[config.mk]
export PLATFORM = sky130hd
export DESIGN_NAME = gpio_port_regs
export DESIGN_NICKNAME = d
export VERILOG_FILES = /design/src/rtl/gpio_port_regs.sv
export SDC_FILE = /design/constraint.sdc
export NUM_CORES = 1
export LEC_CHECK = 0
export CORE_MARGIN = 3
export CORE_UTILIZATION = 45
export DETAILED_ROUTE_END_ITERATION = 16
export PLACE_DENSITY = 0.86
export SYNTH_ARGS = -nofsm -noshare
export SYNTH_HDL_FRONTEND = slang
export SYNTH_SLANG_ARGS = --single-unit
[constraint.sdc]
create_clock -name clk -period 4.01 [get_ports clk]
set_clock_uncertainty 0.2 [all_clocks]
set_input_delay 0.802 -clock clk [delete_from_list [all_inputs] [get_ports clk]]
set_output_delay 0.802 -clock clk [all_outputs]
set_load 0.01 [all_outputs]
[src/rtl/gpio_port_regs.sv]
module gpio_port_regs #(
  parameter int PINS = 8,
  parameter int AW   = 5,
  parameter int DW   = 32
) (
  input  logic            clk,
  input  logic            rst_n,
  input  logic [AW-1:0]   reg_addr,
  input  logic            reg_we,
  input  logic [DW-1:0]   reg_wdata,
  output logic [DW-1:0]   reg_rdata,
  input  logic [PINS-1:0] pad_in,
  input  logic [PINS-1:0] periph_hold,
  output logic [PINS-1:0] pad_out,
  output logic [PINS-1:0] pad_oe,
  output logic [PINS-1:0] pad_ie
);
  localparam logic [AW-1:0] A_DATA = AW'(5'h00);
  localparam logic [AW-1:0] A_SET  = AW'(5'h04);
  localparam logic [AW-1:0] A_CLR  = AW'(5'h08);
  localparam logic [AW-1:0] A_INV  = AW'(5'h0C);
  localparam logic [AW-1:0] A_PIN  = AW'(5'h10);
  localparam logic [AW-1:0] A_OEN  = AW'(5'h14);
  localparam logic [AW-1:0] A_IDIS = AW'(5'h18);

  logic [PINS-1:0] latch_q, oen_q, idis_q, sync1_q, sync2_q, pin_state, rd_bits;
  logic [PINS-1:0] wd;

  assign wd = reg_wdata[PINS-1:0];

  always_ff @(posedge clk or negedge rst_n) begin
    if (!rst_n) begin
      latch_q <= '0;
      oen_q   <= '0;
      idis_q  <= '0;
    end else if (reg_we) begin
      unique case (reg_addr)
        A_DATA:  latch_q <= wd;
        A_SET:   latch_q <= latch_q | wd;
        A_CLR:   latch_q <= latch_q & ~wd;
        A_INV:   latch_q <= latch_q ^ wd;
        A_OEN:   oen_q   <= wd;
        A_IDIS:  idis_q  <= wd;
        default: ;
      endcase
    end
  end

  always_ff @(posedge clk or negedge rst_n) begin
    if (!rst_n) begin
      sync1_q <= '0;
      sync2_q <= '0;
    end else begin
      sync1_q <= pad_in;
      sync2_q <= sync1_q;
    end
  end

  assign pin_state = sync2_q & ~idis_q;

  always_comb begin
    unique case (reg_addr)
      A_DATA, A_SET, A_CLR, A_INV: rd_bits = latch_q;
      A_PIN:   rd_bits = pin_state;
      A_OEN:   rd_bits = oen_q;
      A_IDIS:  rd_bits = idis_q;
      default: rd_bits = '0;
    endcase
  end

  assign reg_rdata = DW'(rd_bits);
  assign pad_out   = latch_q;
  assign pad_oe    = oen_q & ~periph_hold;
  assign pad_ie    = ~idis_q;
endmodule

==> impl_metrics.py, run 1 <==
metrics = {
    "status": {
        "status": "complete, no violations",
    },
    "global_route": {
        "grt_max_degree": 41,
        "grt_usage_pct": 19.5,
        "grt_antenna_before_repair": 0,
        "grt_pass1_wl_mm": 9.52,
        "grt_pass1_vias": 1873,
        "grt_overflow": 0,
    },
    "logic_synthesis": {
        "syn-mean-instance-area_um2": 10.8,
        "synth.area.top_cells": "dfrtp_1, ha_1, buf_4",
        "synth.most_common_cell": "dfrtp_1",
        "synthTopCellsByCount": "dfrtp_1, inv_1, buf_4",
        "post_synth_num_cell_types": 33,
        "async_reset_ff_share_pct": 100,
        "yosysTopAreaCell": "dfrtp_1",
        "seq_area_frac_synth_pct": 40.6,
        "synth_area_um2": 2470,
        "synth_seq_cells": 40,
        "synthCells": 229,
        "synth-warning-count": 0,
        "synth_edf_count": 0,
        "ys.flop_type": "dfrtp_1",
        "synth_top_area_share_pct": 40.6,
    },
    "cts": {
        "cts_tree": "done",
        "numCtsBuffers": 5,
        "numClockSinks": 40,
        "clk_pin_slew_ns": 0.07,
        "clk_path_buf_depth": 2,
        "htreeDepth": 2,
        "clockRootBuffer": "clkbuf_8",
        "clock_latency_ns": 0.29,
        "cts_hold_buf": 0,
        "postCtsSetupBuffers": 0,
    },
    "drt": {
        "met2_length_mm": 2.90,
        "drc": 0,
        "ant_nets": 0,
        "drt_iter0_markers": 146,
        "dr_wl_met3_um": 373,
        "wl_mm": 5.86,
        "first_pass_iters": 4,
        "wl_per_cell_um": 15.9,
        "met1Wirelength_mm": 2.53,
        "viasPerCell": 5.15,
        "top_layer_used": "met4",
        "num_vias": 1899,
    },
    "final_layout": {
        "drive_gt1_share_pct": 14.7,
        "insertedDiodeCount": 0,
        "post-route-util_pct": 62.4,
        "fin_cells": 369,
        "multi_input_area_um2": 1210,
        "n_fill_cell": 420,
        "area_delta_synth_final_pct": 31.6,
        "fin_area_um2": 3250,
        "fin_nets": 370,
        "seq_area_um2": 1000,
    },
    "die": {
        "ios": 112,
        "rows": 26,
        "dieWidth_um": 80.0,
        "core_area_um2": 5200,
        "dieArea_um2": 6400,
        "start_util_pct": 47.4,
        "die_h_um": 80.0,
    },
    "critical_path": {
        "slowest_delay_ns": 0.54,
        "reg2reg_slack_ns": 2.33,
        "cp_max_fo": 4,
        "cpLargestDelayFamily": "buffers and inverters",
        "cp.arrival_ns": 2.82,
        "worst-path-buf-inv": 4,
        "end_kind": "primary output",
        "crit_slowest_cell": "clkdlybuf4s50_1",
        "crit_chain": "clkdlybuf4s50_1 -> nor4b_4 -> buf_4 -> nor2b_1 -> buf_4 -> a221o_1 -> clkdlybuf4s50_1",
        "crit_required_ns": 3.01,
        "critical_path_class": "input pin to primary output",
        "cp-start-kind": "input pin",
    },
    "sta": {
        "hold_viol": 0,
        "timing.final.max_slew_violations": 0,
        "fmax_mhz": 261,
        "slew-limit-headroom_pct": 39.8,
        "fin_tns_setup_ns": 0,
        "rsz0062_at_grt": "false",
        "tightest_slew_ns": 0.902,
        "finalCritPeriodShare_pct": 95.4,
        "min_period_ns": 3.82,
        "setup_viol": 0,
    },
    "place": {
        "dpl_cell_area_um2": 3110,
        "dp_hpwl_mm": 4.27,
        "dp_cells": 361,
        "gp_congestion": 0.843,
        "port_buffers": 63,
    },
    "power_and_ir_drop": {
        "vdd.ir_drop.worst_mv": 0.313,
        "cellLeakagePower_nw": 1.45,
        "power_density_nw_per_um2": 378,
    },
    "worst_hold_path": {
        "hp-class": "flip-flop to flip-flop",
    },
    "job": {
        "cap_viol_max_count": 0,
    },
}
cell usage in the layout, fill, tap and decap left out, types with 2 or more instances in the layout:
| master | count |
|---|---|
| mux2i_1 | 9 |
| nor2b_1 | 23 |
| clkbuf_8 | 7 |
| inv_1 | 26 |
| nand3_1 | 7 |
| or3_1 | 3 |
| o32a_1 | 6 |
| a221o_1 | 6 |
| buf_4 | 12 |
| nor4b_4 | 2 |
| nor3_1 | 5 |
| o311ai_0 | 2 |
| ha_1 | 16 |
| mux2_2 | 15 |
| dfrtp_1 | 40 |
| nand2b_1 | 2 |
| a31oi_1 | 7 |
| a32o_1 | 6 |
| conb_1 | 24 |
| nor2_1 | 4 |
| clkdlybuf4s50_1 | 61 |
| a32oi_1 | 4 |
logic make-up (layout without fill, tap and decap cells):
kind of cell	Yosys count	after routing	synth area share (%)
AND/OR/NAND/NOR	54	54	15.0
other	1	24	0.152
AO/OA/AOI/OAI	32	32	11.6
flip-flops	40	40	40.6
adder cells (fa/ha/maj)	16	16	8.12
multiplexers	24	24	10.5
buffers and inverters	62	109	14.1
final cells by class:
cell class,count,area share (%)
Multi-Input combinational cell,150,37.4
Sequential cell,40,30.8
Timing Repair Buffer,75,22.1
Inverter,26,3.01
Clock buffer,7,2.97
Tap cell,70,2.70
Clock inverter,1,0.925
registers in the layout (all words and copies together), names as in the netlist:
| register | count |
|---|---|
| oen_q | 8 |
| idis_q | 8 |
| sync1_q | 8 |
| pad_out | 8 |
| sync2_q | 8 |
final timing paths:
| kind | startpoint | to | depth (start not counted) |
|---|---|---|---|
| max in group asynchronous | rst_n | oen_q[4]$_DFFE_PN0P_ | 1 |
| min reg2reg | sync1_q[7]$_DFF_PN0_ | sync2_q[7]$_DFF_PN0_ | 0 |
| max reg2reg | pad_out[1]$_DFFE_PN0P_ | pad_out[1]$_DFFE_PN0P_ | 5 |
| min | sync1_q[7]$_DFF_PN0_ | sync2_q[7]$_DFF_PN0_ | 0 |
| max | reg_addr[1] | reg_rdata[0] | 7 |
| min in group asynchronous | rst_n | pad_out[7]$_DFFE_PN0P_ | 1 |
per-stage QoR:
| stage | worst slack, ns | hold WS [ns] | total power, mW |
|---|---|---|---|
| floorplan | 1.10 | 0.131 | 0.705 |
| global placement | 0.117 | 0.132 | 0.859 |
| detailed placement | 0.128 | 0.136 | 0.876 |
| CTS | 0.100 | 0.155 | 1.24 |
| global route | 0.0833 | 0.157 | 1.30 |
| finish | 0.186 | 0.152 | 1.23 |
where the power goes:
part	internal, mW	switching [mW]
clock network	0.220	0.138
registers	0.462	0.0492
logic	0.198	0.162
total	0.879	0.349
metal layers:
layer	vias to the layer above	track usage [%]
met5	-	0
met4	0	6.59
met3	6	6.09
met2	69	29.2
met1	927	26.6
li1	897	-
timing repair:
item | 4_1_cts | 5_1_grt
resized for setup | 0 | 3
setup endpoints to repair | 0 | 7
endpoints found under the hold margin | 0 | 0
Power figures use the tool's default switching activity.
==> run 2, diff against run 1 <==
SETUP_SLACK_MARGIN = 0.4   (was not set)
==> run 2 against run 1 <==
Sequential share of layout area is 0.27 points lower. Die area did not move. Sequential cell count unchanged. Via count grew 1.3%. Routed wire length rose by 0.67%. Setup slack better by 0.26 ns. Count of clock-buffer cells in the layout stayed put. Cell count grew 0.81%. Sequential power about the same.
==> impl_metrics.py, run 2 (synthesis gave the netlist of run 1 again) <==
metrics = {
    "status": {
        "status": "complete, no violations",
    },
    "sta": {
        "min_period_ns": 3.57,
        "rsz0062_at_grt": "false",
        "fmax_mhz": 280,
        "timing.final.max_slew_violations": 0,
        "hold_viol": 0,
        "setup_viol": 0,
        "fin_tns_setup_ns": 0,
        "slew-limit-headroom_pct": 40.2,
        "finalCritPeriodShare_pct": 88.9,
        "tightest_slew_ns": 0.897,
    },
    "worst_hold_path": {
        "hp-class": "flip-flop to flip-flop",
    },
    "power_and_ir_drop": {
        "power_mw": 1.23,
        "pwr-share-comb_pct": 29.2,
        "p_sw_share_pct": 28.7,
        "vdd.ir_drop.worst_mv": 0.313,
        "p_int_uw": 877,
        "pwr-share-seq_pct": 41.6,
        "p_sw_uw": 354,
        "power_density_nw_per_um2": 376,
        "power_frac_clock_pct": 29.3,
        "cellLeakagePower_nw": 1.51,
    },
    "global_route": {
        "grt_antenna_before_repair": 0,
        "grt_pass1_wl_mm": 9.59,
        "grt_overflow": 0,
        "grt_pass1_vias": 1890,
        "grt_usage_pct": 19.6,
        "grt_max_degree": 41,
    },
    "final_layout": {
        "post-route-util_pct": 62.9,
        "drive_gt1_share_pct": 15.9,
        "insertedDiodeCount": 0,
        "final_common_cell": "clkdlybuf4s50_1",
        "mostFrequentLayoutCells": "clkdlybuf4s50_1, dfrtp_1, inv_1, conb_1, nor2b_1",
        "area_delta_synth_final_pct": 32.8,
        "fin_nets": 373,
    },
    "die": {
        "dieWidth_um": 80.0,
        "start_util_pct": 47.4,
        "ios": 112,
        "dieArea_um2": 6400,
        "core_area_um2": 5200,
        "rows": 26,
        "die_h_um": 80.0,
    },
    "drt": {
        "wl_per_cell_um": 15.9,
        "drc": 0,
        "num_vias": 1923,
        "wl_mm": 5.90,
        "first_pass_iters": 4,
        "ant_nets": 0,
        "drt_iter0_markers": 137,
        "viasPerCell": 5.17,
    },
    "cts": {
        "clk_path_buf_depth": 2,
        "clock_latency_ns": 0.30,
        "cts_tree": "done",
        "numCtsBuffers": 5,
        "clk_pin_slew_ns": 0.07,
        "clockRootBuffer": "clkbuf_8",
        "htreeDepth": 2,
        "numClockSinks": 40,
    },
    "place": {
        "port_buffers": 63,
        "gp_congestion": 0.843,
        "dp_hpwl_mm": 4.27,
    },
    "job": {
        "cap_viol_max_count": 0,
    },
    "critical_path": {
        "cp.arrival_ns": 2.56,
        "end_kind": "primary output",
        "cp-start-kind": "input pin",
        "critical_path_class": "input pin to primary output",
        "crit_required_ns": 3.01,
        "cp_max_fo": 9,
    },
}
[run 2: power by group through the flow]
stage	combinational, mW	sequential [mW]	clock [mW]
after floorplan	0.191	0.514	0
after CTS	0.358	0.511	0.370
final	0.359	0.511	0.361
after global routing	0.393	0.520	0.385
after global placement	0.344	0.515	0
after detailed placement	0.357	0.518	0
[run 2: final cells by class]
type                    count  area (µm²)
clock buffers               7        96.3
clock inverters             1        30.0
fillers                   407        1930
inverters                  26        97.6
multi-input cells         150        1220
flip-flops and latches     40        1000
well taps                  70        87.6
repair buffers             78         738
[run 2: through the flow]
stage,instances,setup slack (ns),hold slack [ns],cell area [µm²]
2_1_floorplan,252,1.10,0.131,2550
3_3_place_gp,361,0.117,0.132,3110
3_5_place_dp,361,0.128,0.136,3110
4_1_cts,372,0.266,0.155,3250
5_1_grt,372,0.375,0.157,3270
6_report,372,0.444,0.152,3270
[run 2: worst paths after layout]
check	depth (start not counted)	from	to	slack (ns)
hold reg to reg	0	sync1_q[7]$_DFF_PN0_	sync2_q[7]$_DFF_PN0_	0.15
hold / removal	0	sync1_q[7]$_DFF_PN0_	sync2_q[7]$_DFF_PN0_	0.15
setup reg to reg	5	pad_out[1]$_DFFE_PN0P_	pad_out[1]$_DFFE_PN0P_	2.33
setup / recovery	6	reg_addr[4]	reg_rdata[0]	0.44
max in group asynchronous	1	rst_n	oen_q[1]$_DFFE_PN0P_	2.62
min in group asynchronous	1	rst_n	pad_out[7]$_DFFE_PN0P_	0.43
[run 2: what timing repair did]
item / in CTS / in global routing
setup endpoints to repair: 8 / 3
gates resized for setup: 10 / 5
setup buffers: 3 / 0
hold buffers: 0 / 0
pin swaps: 2 / 1
[run 2: routing by layer]
metal | share of wire (%) | vias up | track usage (%)
li1 | - | 902 | -
met1 | 44 | 936 | 27.0
met2 | 48 | 74 | 29.3
met3 | 6.9 | 11 | 5.98
met4 | 1.3 | 0 | 6.42
met5 | 0 | - | 0
[run 2: critical path: stages]
cell and delay (ns):
clkdlybuf4s50_1 0.47, buf_4 0.19, and2_2 0.26, a32o_1 0.28, a221o_1 0.27, dlygate4sd2_1 0.29
